**config.mk**
```make
export PLATFORM = sky130hd
export DESIGN_NAME = odt_ap_policy
export DESIGN_NICKNAME = d
export VERILOG_FILES = /design/src/rtl/odt_pol_pkg.sv /design/src/rtl/odt_lat_gate.sv /design/src/rtl/odt_cs_decode.sv /design/src/rtl/odt_hold_fsm.sv /design/src/rtl/ap_select.sv /design/src/rtl/odt_ap_policy.sv
export SDC_FILE = /design/constraint.sdc
export NUM_CORES = 1
export LEC_CHECK = 0
export ABC_AREA = 1
export BUFFER_PORTS_ARGS = -buffer_cell sky130_fd_sc_hd__buf_4
export CAP_MARGIN = 20
export CORE_UTILIZATION = 25
export DETAILED_ROUTE_END_ITERATION = 8
export SETUP_SLACK_MARGIN = 0.5
export SLEW_MARGIN = 20
export SYNTH_ARGS = -nofsm -noshare
export SYNTH_HDL_FRONTEND = slang
export SYNTH_SLANG_ARGS = --single-unit
```
**constraint.sdc**
```tcl
create_clock -name clk -period 2.1 [get_ports clk]
set_input_delay 0.525 -clock clk [delete_from_list [all_inputs] [get_ports clk]]
set_output_delay 0.525 -clock clk [all_outputs]
set_load 0.02 [all_outputs]
```
**src/rtl/odt_pol_pkg.sv**
```systemverilog
package odt_pol_pkg;

    typedef enum logic [2:0] {
        TERM_NEVER = 3'b000,
        TERM_SELF  = 3'b001,
        TERM_PEERS = 3'b010,
        TERM_ALL   = 3'b100
    } term_pol_e;

    typedef enum logic {
        WIN_IDLE = 1'b0,
        WIN_HOLD = 1'b1
    } win_state_e;

    localparam int unsigned CODE_W  = 3;
    localparam int unsigned LAT_MIN = 3;

    // Decide termination for one chip select from its code and target match.
    function automatic logic term_want(input logic [CODE_W-1:0] code, input logic hit);
        logic r;
        case (code)
            TERM_SELF:  r = hit;
            TERM_PEERS: r = !hit;
            TERM_ALL:   r = 1'b1;
            default:    r = 1'b0;
        endcase
        return r;
    endfunction

    function automatic logic code_legal(input logic [CODE_W-1:0] code);
        return (code == TERM_NEVER) || (code == TERM_SELF) ||
               (code == TERM_PEERS) || (code == TERM_ALL);
    endfunction

endpackage

```
**src/rtl/odt_lat_gate.sv**
```systemverilog
module odt_lat_gate #(
    parameter int unsigned LAT_W = 4
) (
    input  logic [LAT_W-1:0] cas_lat,
    input  logic [LAT_W-1:0] add_lat,
    input  logic [LAT_W-1:0] wr_lat,
    output logic             rd_ok,
    output logic             wr_ok
);
    import odt_pol_pkg::*;

    localparam int unsigned SUM_W = LAT_W + 1;

    logic [SUM_W-1:0] rd_sum;
    logic [SUM_W-1:0] wr_sum;

    always_comb begin
        rd_sum = {1'b0, cas_lat} + {1'b0, add_lat};
        wr_sum = {1'b0, wr_lat}  + {1'b0, add_lat};
        rd_ok  = rd_sum >= SUM_W'(LAT_MIN);
        wr_ok  = wr_sum >= SUM_W'(LAT_MIN);
    end

endmodule

```
**src/rtl/odt_cs_decode.sv**
```systemverilog
module odt_cs_decode #(
    parameter int unsigned CSW   = 2,
    parameter int unsigned MY_CS = 0
) (
    input  logic           clk,
    input  logic           rst,
    input  logic           acc_wr,
    input  logic [CSW-1:0] acc_cs,
    input  logic [2:0]     rd_code,
    input  logic [2:0]     wr_code,
    input  logic           rd_ok,
    input  logic           wr_ok,
    output logic           want
);
    import odt_pol_pkg::*;

    logic hit;
    logic rd_want;
    logic wr_want;

    always_comb begin
        hit     = (acc_cs == CSW'(MY_CS));
        rd_want = term_want(rd_code, hit) && rd_ok;
        wr_want = term_want(wr_code, hit) && wr_ok;
        want    = acc_wr ? wr_want : rd_want;
    end

    // Reserved read codes never request termination.
    assert_rd_reserved_R3: assert property (@(posedge clk) disable iff (rst)
        (!acc_wr && !code_legal(rd_code)) |-> !want);
    // Reserved write codes never request termination.
    assert_wr_reserved_R3: assert property (@(posedge clk) disable iff (rst)
        (acc_wr && !code_legal(wr_code)) |-> !want);

endmodule

```
**src/rtl/odt_hold_fsm.sv**
```systemverilog
module odt_hold_fsm #(
    parameter int unsigned NUM_CS = 4,
    parameter int unsigned LEN_W  = 4
) (
    input  logic              clk,
    input  logic              rst,
    input  logic              acc_vld,
    input  logic [LEN_W-1:0]  hold_len,
    input  logic [NUM_CS-1:0] vec_in,
    output logic [NUM_CS-1:0] odt_o
);
    import odt_pol_pkg::*;

    win_state_e        state_q, state_d;
    logic [LEN_W-1:0]  cnt_q, cnt_d;
    logic [NUM_CS-1:0] vec_q, vec_d;
    logic              len_zero;

    always_ff @(posedge clk) begin
        if (rst) begin
            state_q <= WIN_IDLE;
            cnt_q   <= '0;
            vec_q   <= '0;
        end else begin
            state_q <= state_d;
            cnt_q   <= cnt_d;
            vec_q   <= vec_d;
        end
    end

    always_comb begin
        len_zero = (hold_len == '0);
        state_d  = state_q;
        cnt_d    = cnt_q;
        vec_d    = vec_q;
        unique case (state_q)
            WIN_IDLE: begin
                if (acc_vld && !len_zero) begin           // arm
                    state_d = WIN_HOLD;
                    cnt_d   = hold_len - LEN_W'(1);
                    vec_d   = vec_in;
                end
            end
            WIN_HOLD: begin
                if (acc_vld && !len_zero) begin           // reload
                    cnt_d   = hold_len - LEN_W'(1);
                    vec_d   = vec_in;
                end else if (acc_vld) begin               // drop
                    state_d = WIN_IDLE;
                    cnt_d   = '0;
                    vec_d   = '0;
                end else if (cnt_q == '0) begin           // expire
                    state_d = WIN_IDLE;
                    vec_d   = '0;
                end else begin
                    cnt_d   = cnt_q - LEN_W'(1);
                end
            end
            default: begin
                state_d = WIN_IDLE;
                cnt_d   = '0;
                vec_d   = '0;
            end
        endcase
    end

    always_comb begin
        odt_o = (state_q == WIN_HOLD) ? vec_q : '0;
    end

    assert_fill_R7: assert property (@(posedge clk) disable iff (rst)
        (acc_vld && hold_len != '0) |=> odt_o == $past(vec_in));
    assert_expire_R7: assert property (@(posedge clk) disable iff (rst)
        (state_q == WIN_HOLD && cnt_q == '0 && !acc_vld) |=> odt_o == '0);
    assert_zero_len_R7: assert property (@(posedge clk) disable iff (rst)
        (acc_vld && hold_len == '0) |=> odt_o == '0);
    assert_reload_R8: assert property (@(posedge clk) disable iff (rst)
        (state_q == WIN_HOLD && acc_vld && hold_len != '0) |=> state_q == WIN_HOLD);

endmodule

```
**src/rtl/ap_select.sv**
```systemverilog
module ap_select #(
    parameter int unsigned NUM_CS = 4,
    parameter int unsigned CSW    = 2,
    parameter int unsigned GAP_W  = 10
) (
    input  logic              clk,
    input  logic              rst,
    input  logic              acc_vld,
    input  logic [CSW-1:0]    acc_cs,
    input  logic [NUM_CS-1:0] ap_force,
    input  logic [GAP_W-1:0]  pre_gap,
    output logic              ap_o
);
    logic global_mode;
    logic forced;

    always_comb begin
        global_mode = (pre_gap == '0);
        forced      = ap_force[acc_cs];
        ap_o        = acc_vld && (forced || global_mode);
    end

    assert_ap_strobe_R11: assert property (@(posedge clk) disable iff (rst)
        !acc_vld |-> !ap_o);
    assert_ap_force_R9: assert property (@(posedge clk) disable iff (rst)
        (acc_vld && ap_force[acc_cs]) |-> ap_o);
    assert_ap_global_R10: assert property (@(posedge clk) disable iff (rst)
        (acc_vld && pre_gap == '0) |-> ap_o);

endmodule

```
**src/rtl/odt_ap_policy.sv**
```systemverilog
module odt_ap_policy #(
    parameter int unsigned NUM_CS = 4,
    parameter int unsigned LAT_W  = 4,
    parameter int unsigned LEN_W  = 4,
    parameter int unsigned GAP_W  = 10,
    localparam int unsigned CSW   = (NUM_CS > 1) ? $clog2(NUM_CS) : 1,
    localparam int unsigned CFG_W = 3 * NUM_CS
) (
    input  logic              clk,
    input  logic              rst,
    input  logic              acc_vld,
    input  logic              acc_wr,
    input  logic [CSW-1:0]    acc_cs,
    input  logic [CFG_W-1:0]  rd_odt_cfg,
    input  logic [CFG_W-1:0]  wr_odt_cfg,
    input  logic [NUM_CS-1:0] ap_force,
    input  logic [GAP_W-1:0]  pre_gap,
    input  logic [LAT_W-1:0]  cas_lat,
    input  logic [LAT_W-1:0]  add_lat,
    input  logic [LAT_W-1:0]  wr_lat,
    input  logic [LEN_W-1:0]  hold_len,
    output logic [NUM_CS-1:0] odt_o,
    output logic              ap_o
);
    logic              rd_ok;
    logic              wr_ok;
    logic [NUM_CS-1:0] want_vec;

    odt_lat_gate #(.LAT_W(LAT_W)) u_gate (
        .cas_lat (cas_lat),
        .add_lat (add_lat),
        .wr_lat  (wr_lat),
        .rd_ok   (rd_ok),
        .wr_ok   (wr_ok)
    );

    for (genvar g = 0; g < NUM_CS; g++) begin : g_cs
        odt_cs_decode #(.CSW(CSW), .MY_CS(g)) u_dec (
            .clk     (clk),
            .rst     (rst),
            .acc_wr  (acc_wr),
            .acc_cs  (acc_cs),
            .rd_code (rd_odt_cfg[3*g +: 3]),
            .wr_code (wr_odt_cfg[3*g +: 3]),
            .rd_ok   (rd_ok),
            .wr_ok   (wr_ok),
            .want    (want_vec[g])
        );
    end

    odt_hold_fsm #(.NUM_CS(NUM_CS), .LEN_W(LEN_W)) u_hold (
        .clk      (clk),
        .rst      (rst),
        .acc_vld  (acc_vld),
        .hold_len (hold_len),
        .vec_in   (want_vec),
        .odt_o    (odt_o)
    );

    ap_select #(.NUM_CS(NUM_CS), .CSW(CSW), .GAP_W(GAP_W)) u_ap (
        .clk      (clk),
        .rst      (rst),
        .acc_vld  (acc_vld),
        .acc_cs   (acc_cs),
        .ap_force (ap_force),
        .pre_gap  (pre_gap),
        .ap_o     (ap_o)
    );

    assert_rd_gate_R5: assert property (@(posedge clk) disable iff (rst)
        (acc_vld && !acc_wr && !rd_ok) |=> odt_o == '0);
    assert_wr_gate_R6: assert property (@(posedge clk) disable iff (rst)
        (acc_vld && acc_wr && !wr_ok) |=> odt_o == '0);
    assert_reset_quiet_R1: assert property (@(posedge clk)
        $past(rst) |-> odt_o == '0);

endmodule

```
# Yosys cells after proc, flatten, opt, wreduce, memory -nomap -nowiden
# Index checks and enable logic that the tools add are counted.
# op_classes
n_addsub	4
magnitude_cmp	3
n_eq_ne	30
mux	30
bitwise	1
reduce_logical	22
# op_table
cell	n
$mux W4	9
$eq A3 B1 Y1 const B	8
$eq A3 B2 Y1 const B	8
$eq A3 B3 Y1 const B	8
$pmux W1 S3	8
$pmux W4 S2	2
$add A4 B4 Y5	2
$ge A5 B2 Y1 const B	2
$logic_and A1 B1 Y1	10
$logic_not A10 Y1	1
$mux W1	9
$logic_not A4 Y1	2
$ne A4 B4 Y1 const B	2
$sub A4 B1 Y4 const B	2
$logic_not A1 Y1	5
$eq A2 B2 Y1 const B	2
$reduce_and A2 Y1	2
$lt A2 B3 Y1 const B	1
$bmux W1 S2	1
$eq A2 B1 Y1 const B	1
$logic_not A2 Y1	1
$ne A2 B1 Y1 const B	1
$pmux W1 S2	1
$logic_or A1 B1 Y1	1
$not A1 Y1	1
# word_totals
ff_bits	9
elab_cells	93

# Depth between registers and ports, before layout
# depth
depth_word	7
depth_mapped	10
mapped_depth_nobuf	10

# Hierarchy
# Synthesis repeated with hierarchy kept, for this count alone.
# unflattened
hier_cells	242
hier_area_um2	1318.8
# by_module_without_submodules
mod	instances	cells_each	area_per_inst_um2	seq_area_each_um2
odt_hold_fsm	1	91	571.8	180.2
odt_lat_gate	1	36	250.2	0.0
odt_cs_decode (g_cs[1].u_dec ...)	2	24	103.8	0.0
odt_cs_decode (g_cs[0].u_dec)	1	24	101.3	0.0
odt_cs_decode (g_cs[3].u_dec)	1	23	100.1	0.0
ap_select	1	20	87.6	0.0

# Worst setup path before layout
# OpenSTA, ideal clock, no wires.
# synth_path
kind	input-to-output
startpoint	in pre_gap[3]
endpoint	out ap_o
arrival_ns	1.249
t_required_ns	1.575
setup_slack_ns	0.326
path_stages	3
path_buffers	0
cell_sequence	nor4_1 nand3_1 a21oi_1
# synth_between
elab_chain_len	3
# synth_lines
element	line_no	source
start: declaration	odt_ap_policy.sv:17	input logic [GAP_W-1:0] pre_gap,
$logic_not A10 Y1	ap_select.sv:18	global_mode = (pre_gap == '0);
$logic_or A1 B1 Y1	ap_select.sv:20	ap_o = acc_vld && (forced || global_mode);
$logic_and A1 B1 Y1	ap_select.sv:20	
end: declaration	odt_ap_policy.sv:23	output logic ap_o
# No other way between the ends.

# Final worst setup path
# layout_path
startpoint	in pre_gap[8]
endpoint	out ap_o
# Same word-level chain as after synthesis.

==> flow_summary.ini <==
[placed_design]
gp_routability_congestion = 0.810
dp_hpwl_mm = 2.91
numPortBuffers = 64

[timing]
relSlewSlack_pct = 84.5
min_period_over_period_pct = 85.6
slew_violations = 0
worstMarginPinSlew_ps = 232
setup_viol = 0
fmax_ghz = 0.556
fin_tns_setup_ps = 0
rsz0062_at_grt = yes
final_hold_viol_count = 0
fin_skew_ps = 3.11
period_needed_ps = 1800

[final_layout]
area_growth_pct = 65.0
nFillCells = 498
multi_input_area_sq_um = 957
nNetsFinal = 353
layout-drive-gt1-share_pct = 35.7
seq_area_sq_um = 180
antennaDiodeCount = 0

[drt]
routed_wl_mm = 3.29
drt-initial-drc-count = 33
drc = 2
ant_nets = 0
routedWlPerCell_microns = 9.90
vias = 1473
vias_per_cell = 4.44
firstDrtPassIters = 6

[power]
sw_frac_of_total_pct = 33.1
pwr-share-seq_pct = 26.8
p_comb_share_pct = 46.4
clkPwrFrac_pct = 26.9
power.switching_mw = 0.245
power_density_mw_per_mm2 = 381
p_int_mw = 0.495
ir_worst_vdd_mv = 0.159
total_power_mw = 0.740
p_leak_nw = 1.05

[setup_path]
crit_type = input pin to output port
r2r_end = u_hold.cnt_q[1]$_SDFFE_PP0P_
crit_fanout = 1
rrSetupSlack_ps = 890
crit_top_cell = buf_6
cp-start-kind = input pin
cpPeakStageDelay_ps = 250
crit_start = pre_gap[8]
ff2ff_path_depth = 7
worstPathArrival_ps = 1270
cp-end-kind = output port
required_ps = 1570
crit-reg2reg-launch = u_hold.cnt_q[0]$_SDFFE_PP0P_
endpoint = ap_o
cp_slowest_cell = nor4_4
cp_cell_sequence = buf_6, nor4_4, nand3_1, a21oi_2, buf_6

[global_route]
grt_pass1_wl_mm = 5.52
grt_use_met1_pct = 16.1
grt_max_degree = 8
gr-max-usage-layer = met2
overflow = 0
met3_usage_pct = 1.99
grt_util_met2_pct = 24.9
grt_usage_pct = 13.6
grt_antenna_before_repair = 0
grt_pass1_vias = 1338

[status]
outcome = finished, violations left
violations = design-rule violations

[yosys]
syn-cell-area_sq_mm = 0.00118
yosys.area.top_type = nand2_1
synth_area_leaders = nand2_1 (19%), dfxtp_1 (15%), nand3_1 (13%)
syn_inst = 210
yosysWarnings = 0
syn_area_per_cell_sq_um = 5.61
synth_nets = 282
ys_types = 23
synth_top_area_share_pct = 19.4
ys_seq_area_share_pct = 15.3
ys_ff_latch = 9

[clock_tree]
cts_num_sinks = 9
clk_latency_ps = 230
clkTransAtPathRegs_ps = 40
cts_max_level = 1
root_buffer = clkbuf_8
cts_tree = built
numCtsBuffers = 3
cts_buffer_depth = 2
ctsHoldBuffers = 0

[floorplanning]
fp.coreArea_sq_mm = 0.00444
initial_core_util_pct = 26.5
dieArea_sq_mm = 0.00499
die_w_microns = 70.7
rows = 24
io_pins = 65
chipHeight_microns = 70.7

[run]
max-cap-violations = 0

[min_path]
hold_path_class = flop to flop
-- worst min path at each step --
stage / depth (start not counted) / startpoint / endpoint / slack (ps)
finish: 2 / u_hold.cnt_q[3]$_SDFFE_PP0P_ / u_hold.cnt_q[3]$_SDFFE_PP0P_ / 460
global route: 2 / u_hold.cnt_q[3]$_SDFFE_PP0P_ / u_hold.cnt_q[3]$_SDFFE_PP0P_ / 470
CTS: 2 / u_hold.cnt_q[3]$_SDFFE_PP0P_ / u_hold.cnt_q[3]$_SDFFE_PP0P_ / 460
detailed placement: 2 / u_hold.cnt_q[3]$_SDFFE_PP0P_ / u_hold.cnt_q[3]$_SDFFE_PP0P_ / 450
global placement: 2 / u_hold.vec_q[2]$_SDFFE_PP0P_ / u_hold.vec_q[2]$_SDFFE_PP0P_ / 450
floorplan: 2 / u_hold.cnt_q[3]$_SDFFE_PP0P_ / u_hold.cnt_q[3]$_SDFFE_PP0P_ / 440
-- per-stage QoR --
stage	hold slack (ps)	utilization [%]	std cells	setup slack [ps]	area [sq um]
global route	475	43.8	332	248	1940
finish	459	43.8	332	302	1940
CTS	461	42.7	332	291	1900
global placement	453	39.6	327	123	1760
floorplan	438	-	210	418	1210
detailed placement	454	39.6	327	81.4	1760
-- metal layers --
metal / share of wire, % / vias up
met5: 0 / -
met2: 50 / 33
li1: - / 810
met4: 1.3 / 0
met1: 44 / 625
met3: 4.3 / 5
-- layout make-up --
type | instances | area share [%]
clock buffers | 4 | 2.32
inverters | 41 | 8.17
multi-input cells | 160 | 49.2
flip-flops and latches | 9 | 9.27
well taps | 52 | 3.35
repair buffers | 66 | 27.7
-- flip-flops by register name, summed over array words and instances (netlist names) --
| register | cells |
|---|---|
| u_hold.state_q | 1 |
| u_hold.cnt_q | 4 |
| u_hold.vec_q | 4 |
-- cell usage in the layout (no fill, tap or decap), types with 2 or more instances in the layout --
cell	synthesis	final
clkbuf_8	0	3
o21ai_0	3	2
inv_2	2	4
nor2_2	1	2
nand3b_1	2	2
a21oi_1	15	13
inv_1	39	36
fa_1	2	2
dfxtp_1	9	9
ha_4	0	2
nor2_1	19	17
or2_2	4	4
buf_6	0	6
a21oi_2	1	3
nand3_1	30	24
nand2_1	61	57
o21ai_1	2	3
buf_4	0	58
nand2_2	0	4
ha_1	10	7
nand3_2	0	6
xor2_1	2	2
-- power groups by stage --
stage	clock network, mW	registers [mW]	logic, mW
final	0.199	0.198	0.343
after global routing	0.219	0.199	0.390
after global placement	0	0.201	0.311
after CTS	0.205	0.198	0.336
after detailed placement	0	0.201	0.315
after floorplan	0	0.199	0.174
-- synth_stat cells --
| cell type | instances |
|---|---|
| nand2_1 | 61 |
| inv_1 | 39 |
| nand3_1 | 30 |
| nor2_1 | 19 |
| a21oi_1 | 15 |
| ha_1 | 10 |
| dfxtp_1 | 9 |
| or2_2 | 4 |
| o21ai_0 | 3 |
| fa_1 | 2 |
| inv_2 | 2 |
| nand3b_1 | 2 |
| nor4_1 | 2 |
| o21ai_1 | 2 |
| xor2_1 | 2 |
| a21oi_2 | 1 |
| a221oi_1 | 1 |
| a22oi_1 | 1 |
| nand4_1 | 1 |
| nor2_2 | 1 |
| nor3_1 | 1 |
| o21bai_1 | 1 |
| xnor2_1 | 1 |
-- cell families (layout without fill, tap and decap cells) --
kind of cell / Yosys count / after routing / share of synthesized area (%)
AND/OR/NAND/NOR: 121 / 121 / 44.2
buffers and inverters: 41 / 111 / 13.1
XOR/XNOR: 3 / 3 / 2.23
AO/OA/AOI/OAI: 24 / 24 / 11.3
flip-flops: 9 / 9 / 15.3
adder cells (fa/ha/maj): 12 / 12 / 14.0
-- timing repair --
action | 4_1_cts | 5_1_grt
setup endpoints to repair | 5 | 8
resized for setup | 21 | 15
pin swaps | 13 | 12
buffers inserted | 1 | 0
-- critical path, delay by kind of cell --
kind	cells	cell delay (ps)
simple gates	2	360
buf+inv	2	220
compound gates	1	160
(Power assumes the default switching activity.)
